$ cat src/rtl/hdlc_af_pkg.sv
package hdlc_af_pkg;

    localparam int AF_ADDR_BYTES = 2;

    typedef enum logic [1:0] {
        AF_MODE_ANY    = 2'd0,
        AF_MODE_FIRST  = 2'd1,
        AF_MODE_SECOND = 2'd2,
        AF_MODE_BOTH   = 2'd3
    } af_mode_e;

    typedef enum logic [1:0] {
        AF_WAIT = 2'd0,
        AF_PASS = 2'd1,
        AF_DROP = 2'd2
    } af_verdict_e;

    typedef struct packed {
        logic        open;
        af_verdict_e verdict;
        logic [1:0]  seen;
        logic        lead_hit;
        logic        lead_bcast;
    } af_track_t;

    function automatic af_verdict_e af_start_verdict(input af_mode_e m);
        return (m == AF_MODE_ANY) ? AF_PASS : AF_WAIT;
    endfunction

endpackage

$ cat src/rtl/af_decider.sv
module af_decider
    import hdlc_af_pkg::*;
#(
    parameter int BYTE_W = 8
) (
    input  logic              clk,
    input  logic              rst,
    input  logic              sof_i,
    input  logic              byte_vld_i,
    input  logic [BYTE_W-1:0] byte_i,
    input  logic              eof_i,
    input  af_mode_e          mode_i,
    input  logic [BYTE_W-1:0] addr1_i,
    input  logic [BYTE_W-1:0] addr2_i,
    output af_verdict_e       verdict_q_o,
    output af_verdict_e       verdict_nx_o,
    output logic              take_o,
    output logic              close_o,
    output logic              open_o
);

    localparam logic [BYTE_W-1:0] ALL_ONES = {BYTE_W{1'b1}};

    af_track_t         track_q, track_nx;
    af_mode_e          mode_q, mode_eff;
    logic [BYTE_W-1:0] a1_q, a2_q, a1_eff, a2_eff;
    logic              take, close;

    always_comb begin
        mode_eff = sof_i ? mode_i  : mode_q;
        a1_eff   = sof_i ? addr1_i : a1_q;
        a2_eff   = sof_i ? addr2_i : a2_q;
        track_nx = track_q;
        if (sof_i) begin
            track_nx.open       = 1'b1;
            track_nx.verdict    = af_start_verdict(mode_i);
            track_nx.seen       = 2'd0;
            track_nx.lead_hit   = 1'b0;
            track_nx.lead_bcast = 1'b0;
        end
        take = byte_vld_i && track_nx.open;
        if (take) begin
            if (track_nx.seen == 2'd0) begin
                track_nx.lead_hit   = (byte_i == a1_eff);
                track_nx.lead_bcast = (byte_i == ALL_ONES);
            end
            if (track_nx.verdict == AF_WAIT) begin
                case (mode_eff)
                    AF_MODE_FIRST: begin
                        if (track_nx.seen == 2'd0)
                            track_nx.verdict = (track_nx.lead_hit || track_nx.lead_bcast)
                                               ? AF_PASS : AF_DROP;
                    end
                    AF_MODE_SECOND: begin
                        if (track_nx.seen == 2'd1)
                            track_nx.verdict = (byte_i == a2_eff || byte_i == ALL_ONES)
                                               ? AF_PASS : AF_DROP;
                    end
                    AF_MODE_BOTH: begin
                        if (track_nx.seen == 2'd1)
                            track_nx.verdict =
                                ((track_nx.lead_hit && byte_i == a2_eff) ||
                                 (track_nx.lead_bcast &&
                                  (byte_i == ALL_ONES || byte_i == a2_eff)))
                                ? AF_PASS : AF_DROP;
                    end
                    default: ;
                endcase
            end
            if (track_nx.seen != 2'd2)
                track_nx.seen = track_nx.seen + 2'd1;
        end
        close = eof_i && track_nx.open;
        if (close) begin
            track_nx.open = 1'b0;
            if (track_nx.verdict == AF_WAIT)
                track_nx.verdict = AF_DROP;
        end
    end

    always_ff @(posedge clk) begin
        if (rst) begin
            track_q <= '0;
            mode_q  <= AF_MODE_ANY;
            a1_q    <= '0;
            a2_q    <= '0;
        end else begin
            track_q <= track_nx;
            if (sof_i) begin
                mode_q <= mode_i;
                a1_q   <= addr1_i;
                a2_q   <= addr2_i;
            end
        end
    end

    assign verdict_q_o  = track_q.verdict;
    assign verdict_nx_o = track_nx.verdict;
    assign take_o       = take;
    assign close_o      = close;
    assign open_o       = track_q.open;

endmodule

$ cat src/rtl/af_gate.sv
module af_gate
    import hdlc_af_pkg::*;
#(
    parameter int BYTE_W = 8,
    parameter int HOLD   = AF_ADDR_BYTES
) (
    input  logic              clk,
    input  logic              rst,
    input  logic              sof_i,
    input  logic              take_i,
    input  logic [BYTE_W-1:0] byte_i,
    input  logic              close_i,
    input  af_verdict_e       verdict_nx_i,
    output logic              wr_o,
    output logic [BYTE_W-1:0] data_o
);

    logic [HOLD-1:0]             hold_v_q, hv, drain_v_q, dv;
    logic [HOLD-1:0][BYTE_W-1:0] hold_d_q, hd, drain_d_q, dd;
    logic                        drain_pass_q, dpass;
    logic                        pop, placed, d_emit;
    logic [BYTE_W-1:0]           pop_byte, d_byte;
    logic                        wr_nx;
    logic [BYTE_W-1:0]           wd_nx;
    logic                        wr_q;
    logic [BYTE_W-1:0]           wd_q;

    always_comb begin
        hv     = sof_i ? '0 : hold_v_q;
        hd     = hold_d_q;
        d_emit = drain_v_q[0] && drain_pass_q;
        d_byte = drain_d_q[0];
        dpass  = drain_pass_q;
        dv     = {1'b0, drain_v_q[HOLD-1:1]};
        for (int i = 0; i < HOLD - 1; i++)
            dd[i] = drain_d_q[i+1];
        dd[HOLD-1] = drain_d_q[HOLD-1];

        pop      = 1'b0;
        pop_byte = '0;
        placed   = 1'b0;
        if (take_i) begin
            if (hv[HOLD-1]) begin
                pop      = 1'b1;
                pop_byte = hd[0];
                for (int i = 0; i < HOLD - 1; i++)
                    hd[i] = hd[i+1];
                hd[HOLD-1] = byte_i;
            end else begin
                for (int i = 0; i < HOLD; i++) begin
                    if (!hv[i] && !placed) begin
                        hv[i]  = 1'b1;
                        hd[i]  = byte_i;
                        placed = 1'b1;
                    end
                end
            end
        end

        if (close_i) begin
            dv    = hv;
            dd    = hd;
            dpass = (verdict_nx_i == AF_PASS);
            hv    = '0;
        end

        wr_nx = (pop && verdict_nx_i == AF_PASS) || d_emit;
        wd_nx = pop ? pop_byte : d_byte;
    end

    always_ff @(posedge clk) begin
        if (rst) begin
            hold_v_q     <= '0;
            hold_d_q     <= '0;
            drain_v_q    <= '0;
            drain_d_q    <= '0;
            drain_pass_q <= 1'b0;
            wr_q         <= 1'b0;
            wd_q         <= '0;
        end else begin
            hold_v_q     <= hv;
            hold_d_q     <= hd;
            drain_v_q    <= dv;
            drain_d_q    <= dd;
            drain_pass_q <= dpass;
            wr_q         <= wr_nx;
            wd_q         <= wd_nx;
        end
    end

    assign wr_o   = wr_q;
    assign data_o = wd_q;

endmodule

$ cat src/rtl/hdlc_addr_filter.sv
module hdlc_addr_filter
    import hdlc_af_pkg::*;
#(
    parameter int BYTE_W = 8
) (
    input  logic              clk,
    input  logic              rst,
    input  logic              frame_start,
    input  logic              rx_valid,
    input  logic [BYTE_W-1:0] rx_byte,
    input  logic              frame_end,
    input  logic [1:0]        match_mode,
    input  logic [BYTE_W-1:0] match_addr1,
    input  logic [BYTE_W-1:0] match_addr2,
    output logic              verdict_valid,
    output logic              verdict_accept,
    output logic              buf_wr,
    output logic [BYTE_W-1:0] buf_data
);

    af_verdict_e verdict_q, verdict_nx;
    logic        take, close, frame_open;

    af_decider #(.BYTE_W(BYTE_W)) u_decider (
        .clk          (clk),
        .rst          (rst),
        .sof_i        (frame_start),
        .byte_vld_i   (rx_valid),
        .byte_i       (rx_byte),
        .eof_i        (frame_end),
        .mode_i       (af_mode_e'(match_mode)),
        .addr1_i      (match_addr1),
        .addr2_i      (match_addr2),
        .verdict_q_o  (verdict_q),
        .verdict_nx_o (verdict_nx),
        .take_o       (take),
        .close_o      (close),
        .open_o       (frame_open)
    );

    af_gate #(.BYTE_W(BYTE_W), .HOLD(AF_ADDR_BYTES)) u_gate (
        .clk          (clk),
        .rst          (rst),
        .sof_i        (frame_start),
        .take_i       (take),
        .byte_i       (rx_byte),
        .close_i      (close),
        .verdict_nx_i (verdict_nx),
        .wr_o         (buf_wr),
        .data_o       (buf_data)
    );

    assign verdict_valid  = (verdict_q != AF_WAIT);
    assign verdict_accept = (verdict_q == AF_PASS);

endmodule

$ cat config.mk
export PLATFORM = sky130hd
export DESIGN_NAME = hdlc_addr_filter
export DESIGN_NICKNAME = d
export VERILOG_FILES = /design/src/rtl/hdlc_af_pkg.sv /design/src/rtl/af_decider.sv /design/src/rtl/af_gate.sv /design/src/rtl/hdlc_addr_filter.sv
export SDC_FILE = /design/constraint.sdc
export NUM_CORES = 1
export LEC_CHECK = 0
export BUFFER_PORTS_ARGS = -buffer_cell sky130_fd_sc_hd__buf_2
export CAP_MARGIN = 5
export CORE_UTILIZATION = 56
export CTS_CLUSTER_DIAMETER = 150
export DETAILED_ROUTE_END_ITERATION = 12
export GPL_TIMING_DRIVEN = 1
export PLACE_DENSITY = 0.88
export SYNTH_ARGS = -nofsm -noshare
export SYNTH_HDL_FRONTEND = slang
export SYNTH_SLANG_ARGS = --single-unit
export TNS_END_PERCENT = 50
$ cat constraint.sdc
create_clock -name clk -period 3.3 [get_ports clk]
set_input_delay 0.495 -clock clk [delete_from_list [all_inputs] [get_ports clk]]
set_output_delay 0.495 -clock clk [all_outputs]
set_load 0.05 [all_outputs]
==> flow_metrics.tcl <==
set metrics [dict create \
    status "completed" \
    synthFlopType "dfxtp_1" \
    grt_overflow 0 \
    postCtsSetupBuffers 0 \
    multi_input_area_mm2 0.00136 \
    grt_max_degree 32 \
    grt_first_pass_wirelength_mm 10.7 \
    crit_buf_inv 2 \
    critPathMaxStageDelay_ps 490 \
    ir_worst_vdd_mv 0.318 \
    max_freq_ghz 0.371 \
    antenna_found_initial 0 \
    max_cap_viol_count 0 \
    leakage_nw 1.33 \
    io_pins 42 \
    avgSynthCellArea_um2 9.47 \
    yosysMostFrequentCell "dfxtp_1" \
    synth-seq-area-share_pct 49.5 \
    gp_congestion 0.840 \
    htree_levels 3 \
    yosysWarnings 0 \
    final.fill_count 382 \
    start_util_pct 59.6 \
    design_area_mm2 0.00330 \
    arrival_ps 2920 \
    row_count 25 \
    critPathLaunchType "input port" \
    p_total_mw 1.77 \
    cp-end-kind "register" \
    post-synth-top-area-cell "dfxtp_1" \
    hold_viol 0 \
    die_x_um 73.6 \
    maxSlewViolCount 0 \
    die_h_um 73.6 \
    drive_above_1_share_pct 21.2 \
    crit_chain "buf_2 -> inv_1 -> nand2_1 -> ha_1 -> o311ai_0 -> nor2_1 -> a2111oi_2 -> nor3_2 -> a221o_1" \
    dp_cells 401 \
    drtAntennaViolNets 0 \
    die_area_mm2 0.00542 \
    power_density_mw_per_mm2 535 \
    seq_area_mm2 0.00142 \
    cp_top_family "compound AO/OA/AOI/OAI gates" \
    via_count 2364 \
    min_period_ps 2690 \
    cts.repair.resized 0 \
    setup_viol 0 \
    grt_pass1_vias 2312 \
    cts_root_buf "clkbuf_8" \
    synth_cell_types 42 \
    final_nets 378 \
    critPathKind "in -> reg" \
    wl_per_cell_um 15.5 \
    synth_nets 336 \
    grt_usage_pct 26.6 \
    yosys-top-cells-count "dfxtp_1, nor2_1, nand2_1, mux2i_1, o21ai_0" \
    fin_crit_sh_pct 81.6 \
    io_buffers 41 \
    max_slew_margin_pct 52.1 \
    routed_wl_mm 6.46 \
    ys_ff_latch 71 \
    grt_setup_unrepaired "no" \
    cts.sink_count 71 \
    area_delta_synth_final_pct 15.0 \
    synth_edf_count 0 \
    cts_tree "built" \
    dp_hpwl_mm 4.34 \
    clock_latency_ps 340 \
    path_clk_slew_ps 70 \
    slowest_stage "o311ai_0" \
    drt_iter0_markers 193 \
    cp_data_required_time_ps 3530 \
    async_flop_share_pct 0 \
    viasPerCell 5.68 \
    drc 0 \
    syn_inst 303 \
    cts_max_path_buffers 2 \
    cts_buffers 9 \
    diodes 0 \
    hold_path.class "in -> reg" \
    yosys.area.top_type_share_pct 49.5 \
    placed_cell_area_mm2 0.00311 \
    tns_ps 0 \
    tightestPinTransition_ps 714 \
    hold_ws_ps 428 \
    dr.pass1.iters 6 \
    hold_buffers 0 \
    skew_ps 5.75 \
    syn-cell-area_mm2 0.00287 \
    fp.coreArea_mm2 0.00482 \
    yosys-top-cells-area "dfxtp_1, mux2i_1, nor2_1" \
    critical_path.max_fanout 13 \
    final_cells 416 \
]
==> tightest hold or removal path: stages <==
cell and delay (ps):
buf_2 80, mux2i_2 70, nor2_1 90
==> report_power, final <==
group	switching [mW]	leakage (nW)	internal (mW)	total, mW
registers	0.0124	0.578	0.886	0.899
logic	0.125	0.659	0.0755	0.200
clock network	0.302	0.0964	0.366	0.669
==> kinds of logic (layout without fill, tap and decap cells) <==
family,after synthesis,in the layout,share of synthesized area [%]
AOI/OAI and AO/OA,55,55,13.4
xor gates and xnor gates,16,16,4.88
adders and majority gates,2,2,0.872
buffers and inverters,17,63,3.23
DFF,71,71,49.5
muxes,27,27,9.85
and+or+nand+nor,115,115,18.2
==> state kept, by name (all words and copies together) (netlist names), 2 cells and up <==
name,flops
u_gate.hold_d_q,16
u_decider.a1_q,8
u_decider.a2_q,8
u_gate.d_byte,8
u_gate.data_o,8
u_gate.drain_d_q,8
u_decider.track_q,4
u_decider.mode_q,2
u_decider.verdict_q_o,2
u_gate.drain_v_q,2
u_gate.hold_v_q,2
==> layer usage <==
layer | part of all wire, % | vias up | global-route usage [%]
met3 | 6.8 | 16 | 6.31
li1 | - | 1139 | -
met1 | 42 | 1108 | 31.9
met4 | 2.0 | 0 | 12.6
met2 | 49 | 101 | 44.9
met5 | 0 | - | 0
==> layout make-up <==
type	instances	share of cell area [%]
Multi-Input combinational cell	215	41.1
Tap cell	67	2.54
Timing Repair Buffer	46	7.35
Clock buffer	12	4.40
Clock inverter	3	1.33
Sequential cell	71	43.1
Inverter	2	0.227
==> per-stage QoR <==
stage / setup WS (ps) / util, %
floorplan: 407 / -
global placement: 461 / 64.6
detailed placement: 291 / 64.6
CTS: 639 / 68.5
global route: 375 / 68.5
finish: 606 / 68.5
==> placed cells by master, fill, tap and decap left out, types with 2 or more instances in the layout <==
master / n
and2_1: 2
nand3_1: 2
nor3_1: 4
clkbuf_8: 10
xnor2_1: 15
o21ai_0: 20
o21a_1: 2
nand4_1: 3
clkbuf_1: 2
nor2b_1: 5
inv_1: 2
buf_4: 5
o31ai_1: 3
a21oi_1: 13
buf_2: 41
nor4_1: 2
nor2_1: 51
dfxtp_1: 71
mux2i_2: 3
a222oi_1: 8
nand2_1: 35
ha_1: 2
o21ai_1: 2
mux2i_1: 23
nor3_2: 3
or2_2: 3
==> path summary, 6_finish.rpt <==
check                       start                  endpoint  slack (ps)  cells past startpoint
min                match_addr1[6]         u_decider.a1_q[6]         430                      3
max reg2reg  u_decider.track_q[2]  u_decider.verdict_q_o[1]         970                      7
max                   frame_start  u_decider.verdict_q_o[1]         610                      9
min reg2reg      u_gate.d_byte[7]          u_gate.data_o[7]         440                      2
Power figures use the tool's default switching activity.
